===== src/rtl/dct_pkg.sv =====
package dct_pkg;

  typedef enum logic {
    SLOT_FREE = 1'b0,
    SLOT_HELD = 1'b1
  } slot_state_e;

  // Last count value before expiry for a timeout of 2^log2 cycles
  function automatic logic [31:0] last_count(input int unsigned log2);
    return (32'd1 << log2) - 32'd1;
  endfunction

endpackage


===== src/rtl/dct_slot.sv =====
module dct_slot
  import dct_pkg::*;
#(
  parameter int unsigned SHORT_LOG2 = 10,
  parameter int unsigned LONG_LOG2  = 15
) (
  input  logic clk,
  input  logic rst_n,
  input  logic long_sel,
  input  logic arm,
  input  logic retry,
  output logic expire,
  output logic discard
);

  localparam int unsigned CW = LONG_LOG2;
  localparam logic [CW-1:0] SHORT_LAST = CW'(last_count(SHORT_LOG2));
  localparam logic [CW-1:0] LONG_LAST  = CW'(last_count(LONG_LOG2));

  slot_state_e   state;
  logic          long_q;
  logic [CW-1:0] count;
  logic          at_last;

  assign at_last = (state == SLOT_HELD) &&
                   (count == (long_q ? LONG_LAST : SHORT_LAST));
  // retry on the final edge wins over expiry
  assign expire  = at_last && !retry;

  always_ff @(posedge clk or negedge rst_n) begin
    if (!rst_n) begin
      state   <= SLOT_FREE;
      long_q  <= 1'b0;
      count   <= '0;
      discard <= 1'b0;
    end else begin
      discard <= expire;
      if (state == SLOT_FREE) begin
        if (arm) begin
          state  <= SLOT_HELD;
          long_q <= long_sel;
          count  <= '0;
        end
      end else if (retry || at_last) begin
        state <= SLOT_FREE;
        count <= '0;
      end else begin
        count <= count + 1'b1;
      end
    end
  end

endmodule


===== src/rtl/dct_side.sv =====
module dct_side #(
  parameter int unsigned NSLOT      = 4,
  parameter int unsigned SHORT_LOG2 = 10,
  parameter int unsigned LONG_LOG2  = 15
) (
  input  logic             clk,
  input  logic             rst_n,
  input  logic             long_sel,
  input  logic [NSLOT-1:0] arm,
  input  logic [NSLOT-1:0] retry,
  input  logic             status_clr,
  output logic [NSLOT-1:0] discard,
  output logic             status
);

  logic [NSLOT-1:0] expire;

  for (genvar s = 0; s < NSLOT; s++) begin : g_slot
    dct_slot #(
      .SHORT_LOG2(SHORT_LOG2),
      .LONG_LOG2 (LONG_LOG2)
    ) u_slot (
      .clk     (clk),
      .rst_n   (rst_n),
      .long_sel(long_sel),
      .arm     (arm[s]),
      .retry   (retry[s]),
      .expire  (expire[s]),
      .discard (discard[s])
    );
  end

  // set beats clear
  always_ff @(posedge clk or negedge rst_n) begin
    if (!rst_n) status <= 1'b0;
    else        status <= (status && !status_clr) || (|expire);
  end

endmodule


===== src/rtl/dct_discard_unit.sv =====
module dct_discard_unit #(
  parameter int unsigned A_RD_SLOTS = 2,
  parameter int unsigned A_WR_SLOTS = 2,
  parameter int unsigned B_RD_SLOTS = 2,
  parameter int unsigned SHORT_LOG2 = 10,
  parameter int unsigned LONG_LOG2  = 15
) (
  input  logic                  clk,
  input  logic                  rst_n,
  input  logic                  a_long_sel,
  input  logic                  b_long_sel,
  input  logic [A_RD_SLOTS-1:0] a_rd_cpl,
  input  logic [A_RD_SLOTS-1:0] a_rd_retry,
  input  logic [A_WR_SLOTS-1:0] a_wr_cpl,
  input  logic [A_WR_SLOTS-1:0] a_wr_retry,
  input  logic [B_RD_SLOTS-1:0] b_rd_cpl,
  input  logic [B_RD_SLOTS-1:0] b_rd_retry,
  input  logic                  a_status_clr,
  input  logic                  b_status_clr,
  output logic [A_RD_SLOTS-1:0] a_rd_discard,
  output logic [A_WR_SLOTS-1:0] a_wr_discard,
  output logic [B_RD_SLOTS-1:0] b_rd_discard,
  output logic                  a_status,
  output logic                  b_status
);

  localparam int unsigned A_SLOTS = A_RD_SLOTS + A_WR_SLOTS;

  logic [A_SLOTS-1:0] a_disc;

  dct_side #(
    .NSLOT     (A_SLOTS),
    .SHORT_LOG2(SHORT_LOG2),
    .LONG_LOG2 (LONG_LOG2)
  ) u_side_a (
    .clk       (clk),
    .rst_n     (rst_n),
    .long_sel  (a_long_sel),
    .arm       ({a_wr_cpl, a_rd_cpl}),
    .retry     ({a_wr_retry, a_rd_retry}),
    .status_clr(a_status_clr),
    .discard   (a_disc),
    .status    (a_status)
  );

  assign a_rd_discard = a_disc[A_RD_SLOTS-1:0];
  assign a_wr_discard = a_disc[A_SLOTS-1:A_RD_SLOTS];

  dct_side #(
    .NSLOT     (B_RD_SLOTS),
    .SHORT_LOG2(SHORT_LOG2),
    .LONG_LOG2 (LONG_LOG2)
  ) u_side_b (
    .clk       (clk),
    .rst_n     (rst_n),
    .long_sel  (b_long_sel),
    .arm       (b_rd_cpl),
    .retry     (b_rd_retry),
    .status_clr(b_status_clr),
    .discard   (b_rd_discard),
    .status    (b_status)
  );

endmodule


===== config.mk =====
export PLATFORM = sky130hd
export DESIGN_NAME = dct_discard_unit
export DESIGN_NICKNAME = d
export VERILOG_FILES = /design/src/rtl/dct_pkg.sv /design/src/rtl/dct_slot.sv /design/src/rtl/dct_side.sv /design/src/rtl/dct_discard_unit.sv
export SDC_FILE = /design/constraint.sdc
export NUM_CORES = 1
export LEC_CHECK = 0
export CORE_ASPECT_RATIO = 0.9
export CORE_MARGIN = 2
export CORE_UTILIZATION = 57
export CTS_BUF_LIST = sky130_fd_sc_hd__clkbuf_2
export CTS_CLUSTER_DIAMETER = 30
export DETAILED_ROUTE_END_ITERATION = 10
export DONT_BUFFER_PORTS = 1
export GPL_TIMING_DRIVEN = 0
export MAX_ROUTING_LAYER = met4
export PLACE_DENSITY = 0.71
export SYNTH_ARGS = -nofsm -noshare
export SYNTH_HDL_FRONTEND = slang
export SYNTH_SLANG_ARGS = --single-unit

===== constraint.sdc =====
create_clock -name clk -period 4.1 [get_ports clk]
set_input_delay 0.82 -clock clk [delete_from_list [all_inputs] [get_ports clk]]
set_output_delay 0.82 -clock clk [all_outputs]
set_load 0.01 [all_outputs]

## After elaboration in Yosys (flattened, before gate mapping)

Cells that the tools add are included.

| word-level totals | value |
|---|---|
| flip-flop bits (word level) | 110 |
| bits in latches | 0 |
| RAM bits | 0 |
| memory bits (read-only) | 0 |
| output and inout bits | 8 |
| logic and storage cells | 130 |
| memories kept | 0 |

| operators by class | value |
|---|---|
| $add $sub $neg | 6 |
| $mul | 0 |
| divide/modulo/power cells | 0 |
| order comparisons | 0 |
| eq/ne operators | 6 |
| shift operators | 0 |
| multiplexer cells | 42 |
| bitwise logic cells | 6 |
| reductions and logical operators | 44 |

Operator list:

| operator | number |
|---|---|
| two-way mux 15 bit | 24 |
| adder 15 x 1 -> 15 bit, second input constant | 6 |
| == test 15 bit | 6 |
| two-way mux 1 bit | 18 |
| logical AND 1 bit | 14 |
| AND reduction 2 bit | 6 |
| nonzero test 2 bit | 6 |
| logical NOT 1 bit | 8 |
| logical OR 1 bit | 8 |
| NOT 1 bit | 6 |
| OR reduction 4 bit | 1 |
| OR reduction 2 bit | 1 |

## Logic depth before layout (Yosys ltp)

| depth | value |
|---|---|
| depth in word-level cells | 6 |
| mapped depth | 7 |
| depth with buffers taken out | 6 |

## Hierarchy

From an unflattened synthesis, not the netlist that was laid out.

| second synthesis, totals | value |
|---|---|
| cells, all modules | 644 |
| area total of the unflattened synthesis | 5895.7 um^2 |

Modules (own cells, without submodules):

| module | instances | cells each | area each (um^2) | sequential area each (um^2) |
|---|---|---|---|---|
| dct_slot | 6 | 106 | 969.7 | 450.4 |
| dct_side at u_side_a | 1 | 4 | 40.0 | 25.0 |
| dct_side at u_side_b | 1 | 4 | 37.5 | 25.0 |

## Worst setup path before layout

No wires, ideal clock.

| timing path | value |
|---|---|
| path type | input to register |
| start point | in a_rd_retry[0] |
| end point | reg u_side_a.g_slot[0].u_slot.count[14] |
| setup time | 0.124 ns |
| arrival time | 1.715 ns |
| data required time | 3.976 ns |
| setup slack | 2.261 ns |
| stages | 5 |
| cell sequence | nand2b_1 -> clkbuf_1 -> a21oi_2 -> and3_1 -> a211o_1 |

| between the ends | value |
|---|---|
| word-level cells in the longest chain between the ends | 3 |

Ends and longest elaborated chain:

| what | line | text |
|---|---|---|
| start: declaration | dct_discard_unit.sv:13 | `input logic [A_RD_SLOTS-1:0] a_rd_retry,` |
| logical OR 1 bit | dct_slot.sv:44 | `end else if (retry \|\| at_last) begin` |
| two-way mux 15 bit | dct_slot.sv:44 |  |
| two-way mux 15 bit | dct_slot.sv:38 | `if (state == SLOT_FREE) begin` |
| end signal: assignment | dct_slot.sv:48 | `count <= count + 1'b1;` |
| end: declaration | dct_slot.sv:22 | `logic [CW-1:0] count;` |

No other way between the ends.
A chain may end at the register's enable or synchronous reset.

## Worst setup path after layout

| timing path | value |
|---|---|
| start point | reg u_side_a.g_slot[3].u_slot.count[0] |
| end point | reg u_side_a.g_slot[3].u_slot.count[14] |

| between the ends | value |
|---|---|
| word-level cells in the longest chain between the ends | 5 |

Ends and longest elaborated chain:

| what | line |
|---|---|
| start: declaration | dct_slot.sv:22 |
| start signal: assignment | dct_slot.sv:48 |
| branches (longest 3 deep; another with adder 15 x 1 -> 15 bit) | - |
| two-way mux 15 bit * | dct_slot.sv:44 |
| two-way mux 15 bit * | dct_slot.sv:38 |

Mark *: on every way between the ends.

==> results.json <==
{
  "syn_area_sq_um": 5800,
  "layout_common_cells": "dfrtp_1 (110), nand2_1 (89), o21ai_0 (60), nand3_1 (44), nor2_1 (39)",
  "core.rowCount": 34,
  "placeableCoreArea_sq_um": 9780,
  "crit_start": "u_side_a.g_slot[3].u_slot.count[0]",
  "critPathCaptureType": "register",
  "finalCriticalPeriod_ps": 2080,
  "drc": 0,
  "multi_input_area_sq_um": 2890,
  "status": "complete, no violations",
  "cts_root_buf": "clkbuf_2",
  "grt.busiest_layer": "met2",
  "hold_path_class": "primary input to async pin",
  "ys_warn_count": 0,
  "drtPass1Iterations": 4,
  "ff2ff_setup_slack_ps": 2020,
  "crit_cells": 6,
  "ys_seq_elements": 110,
  "track_usage": 0.233,
  "area_growth_pct": 5.13,
  "vias": 4711,
  "die_area_sq_um": 11000,
  "htreeDepth": 3,
  "fin_util": 0.623,
  "tns_ps": 0,
  "fillCellCount": 848,
  "grt_pass1_wl_um": 20000,
  "die_w_um": 110,
  "io_buffers": 0,
  "gr-usage-met1": 0.309,
  "vias_per_cell": 6.09,
  "ios": 26,
  "syn_nets": 655,
  "routedWlPerCell_um": 14.9,
  "reg2reg_to": "u_side_a.g_slot[3].u_slot.count[14]",
  "leakage_nw": 2.75,
  "clock_sinks": 110,
  "gp_congestion": 0.895,
  "synth_top_area_frac": 0.475,
  "cpMaxStageDelayCell": "dfrtp_1",
  "layout_commonest_cell": "dfrtp_1",
  "ys_types": 52,
  "critPathMaxFanout": 10,
  "worstPathArrival_ps": 2600,
  "synthCells": 631,
  "required_ps": 4620,
  "ctsLongestPathBuffers": 2,
  "synth_seq_area_share": 0.475,
  "grt_max_degree": 111,
  "insertion_delay_ps": 590,
  "ys_top_cells_by_area": "dfrtp_1 (47%), nand2_1 (5.8%), o21ai_0 (5.2%)",
  "totalWireLength_um": 11500,
  "fin_skew_ps": 17.9,
  "final_nets": 667,
  "use_met2": 0.359,
  "path_clk_slew_ps": 280,
  "hold_viol": 0,
  "ant_nets": 0,
  "synth-edff-count": 0,
  "antenna_found_initial": 0,
  "numCtsBuffers": 9,
  "slew_headroom": 0.594,
  "ir_worst_vdd_mv": 0.292,
  "rsz0062_at_grt": "false",
  "first_global_vias": 4367,
  "insertedDiodeCount": 0,
  "drv_slew": 0,
  "drive_gt1_frac": 0.0818,
  "synth-main-ff-cell": "dfrtp_1",
  "cp_slowest_stage_delay_ps": 470,
  "start_util": 0.593,
  "maxCapViolations": 0,
  "regArea_sq_um": 2750,
  "synth.largest_area_cell": "dfrtp_1",
  "crit_buf_inv": 0,
  "avgSynthCellArea_sq_um": 9.19,
  "cts_tree": "yes",
  "power_density_nw_per_um2": 312,
  "finalSetupViolCount": 0,
  "met3_usage": 0.0531,
  "fmax_ghz": 0.481,
  "dp_hpwl_um": 7870,
  "critical_path_class": "register to register",
  "r2r_start": "u_side_a.g_slot[3].u_slot.count[0]",
  "crit_path_start_kind": "register",
  "post_cts_buffers": 0,
  "r2r_cells": 6,
  "post-route-period-util": 0.507,
  "critical-path-top-delay-family": "simple AND/OR/NAND/NOR gates",
  "overflow": 0,
  "die_h_um": 99.7,
  "tightest_slew_ps": 603,
  "async_flop_share": 1.00,
  "drt_iter0_drc": 384,
  "path_cells": "ha_1, nand3_1, nor3_2, a21oi_2, and3_1, a211o_1"
}
==> cells in the mapped netlist (2+ instances only) <==
library cell	instances
a211o_1	8
a211oi_1	3
a21o_1	9
a21oi_1	17
a21oi_2	3
a22o_1	9
a31oi_1	17
a32o_1	6
and2_1	2
and3_1	29
and4_1	8
buf_2	3
buf_4	6
clkbuf_1	11
dfrtp_1	110
ha_1	6
inv_1	16
mux2_2	8
nand2_1	89
nand2b_1	8
nand3_1	44
nand4_1	11
nor2_1	39
nor2b_1	13
nor3_1	19
nor3_4	2
nor4_1	10
nor4_4	2
o211ai_1	3
o21ai_0	60
o31ai_1	10
or2_2	6
or3_1	15
or4_1	2
xnor2_1	7
xor2_1	4
==> repair_timing <==
action,in CTS,in global routing
resized for setup,0,0
hold endpoints to repair,110,0
hold buffers,1,0
==> stage by stage <==
stage / worst slack (ps) / cells / power (mW) / area (sq um) / hold slack (ps)
4_1_cts: 2020 / 774 / 1.93 / 6100 / 89.3
3_5_place_dp: 2010 / 757 / 1.41 / 5960 / 480
5_1_grt: 1850 / 774 / 2.01 / 6100 / 89.2
6_report: 2020 / 774 / 1.90 / 6100 / 93.5
3_3_place_gp: 2040 / 757 / 1.40 / 5960 / 472
2_1_floorplan: 2260 / 631 / 1.35 / 5800 / 451
==> flip-flops by register name (all words and copies together), names as in the netlist <==
register                        count
u_side_a.g_slot.u_slot.count       60
u_side_b.g_slot.u_slot.long_q       2
u_side_b.g_slot.u_slot.count       30
u_side_a.g_slot.u_slot.discard      4
u_side_b.status                     1
u_side_a.status                     1
u_side_a.g_slot.u_slot.state        4
u_side_a.g_slot.u_slot.long_q       4
u_side_b.g_slot.u_slot.state        2
u_side_b.g_slot.u_slot.discard      2
==> worst reg2reg max path: cells and delay by family, from the launching register on <==
family / cells / cell delay, ps
DFF: 1 / 470
adders and majority gates: 1 / 260
AOI/OAI and AO/OA: 2 / 460
and+or+nand+nor: 3 / 840
==> layer usage <==
layer / part of all wire / vias up / routed length (um)
li1: - / 2339 / -
met2: 0.46 / 112 / 5280
met1: 0.48 / 2244 / 5540
met5: 0 / - / 0
met4: 0.016 / 0 / 187
met3: 0.046 / 16 / 533
==> cell families (layout without fill, tap and decap cells) <==
group	count (synthesis)	in the layout	synth area share
simple gates	304	304	0.275
compound gates	155	155	0.176
flops	110	110	0.475
buf+inv	36	53	0.0278
xor+xnor	11	11	0.0166
mux	9	9	0.0173
fa+ha+maj	6	6	0.0129
==> area by class of cell <==
class | instances | area share
inverter | 16 | 0.00985
tap | 126 | 0.0259
clock inverter | 6 | 0.0103
timing repair buffer | 1 | 0.00451
multi-input combinational | 485 | 0.473
clock buffer | 10 | 0.00821
sequential | 110 | 0.451
buffer | 20 | 0.0166
==> worst max-delay path by stage <==
stage / end / slack [ps]
after floorplan: u_side_a.g_slot[0].u_slot.count[14] / 2260
after global placement: u_side_a.g_slot[3].u_slot.count[14] / 2040
after detailed placement: u_side_a.g_slot[3].u_slot.count[14] / 2010
after CTS: u_side_a.g_slot[3].u_slot.count[14] / 2020
after global routing: u_side_a.g_slot[3].u_slot.count[14] / 1850
final: u_side_a.g_slot[3].u_slot.count[14] / 2020
==> report_power, final <==
part | total (mW) | internal [mW] | switching (mW)
Clock | 0.490 | 0.141 | 0.350
Combinational | 0.246 | 0.0916 | 0.155
Sequential | 1.17 | 1.13 | 0.0396
(Power assumes the default switching activity.)
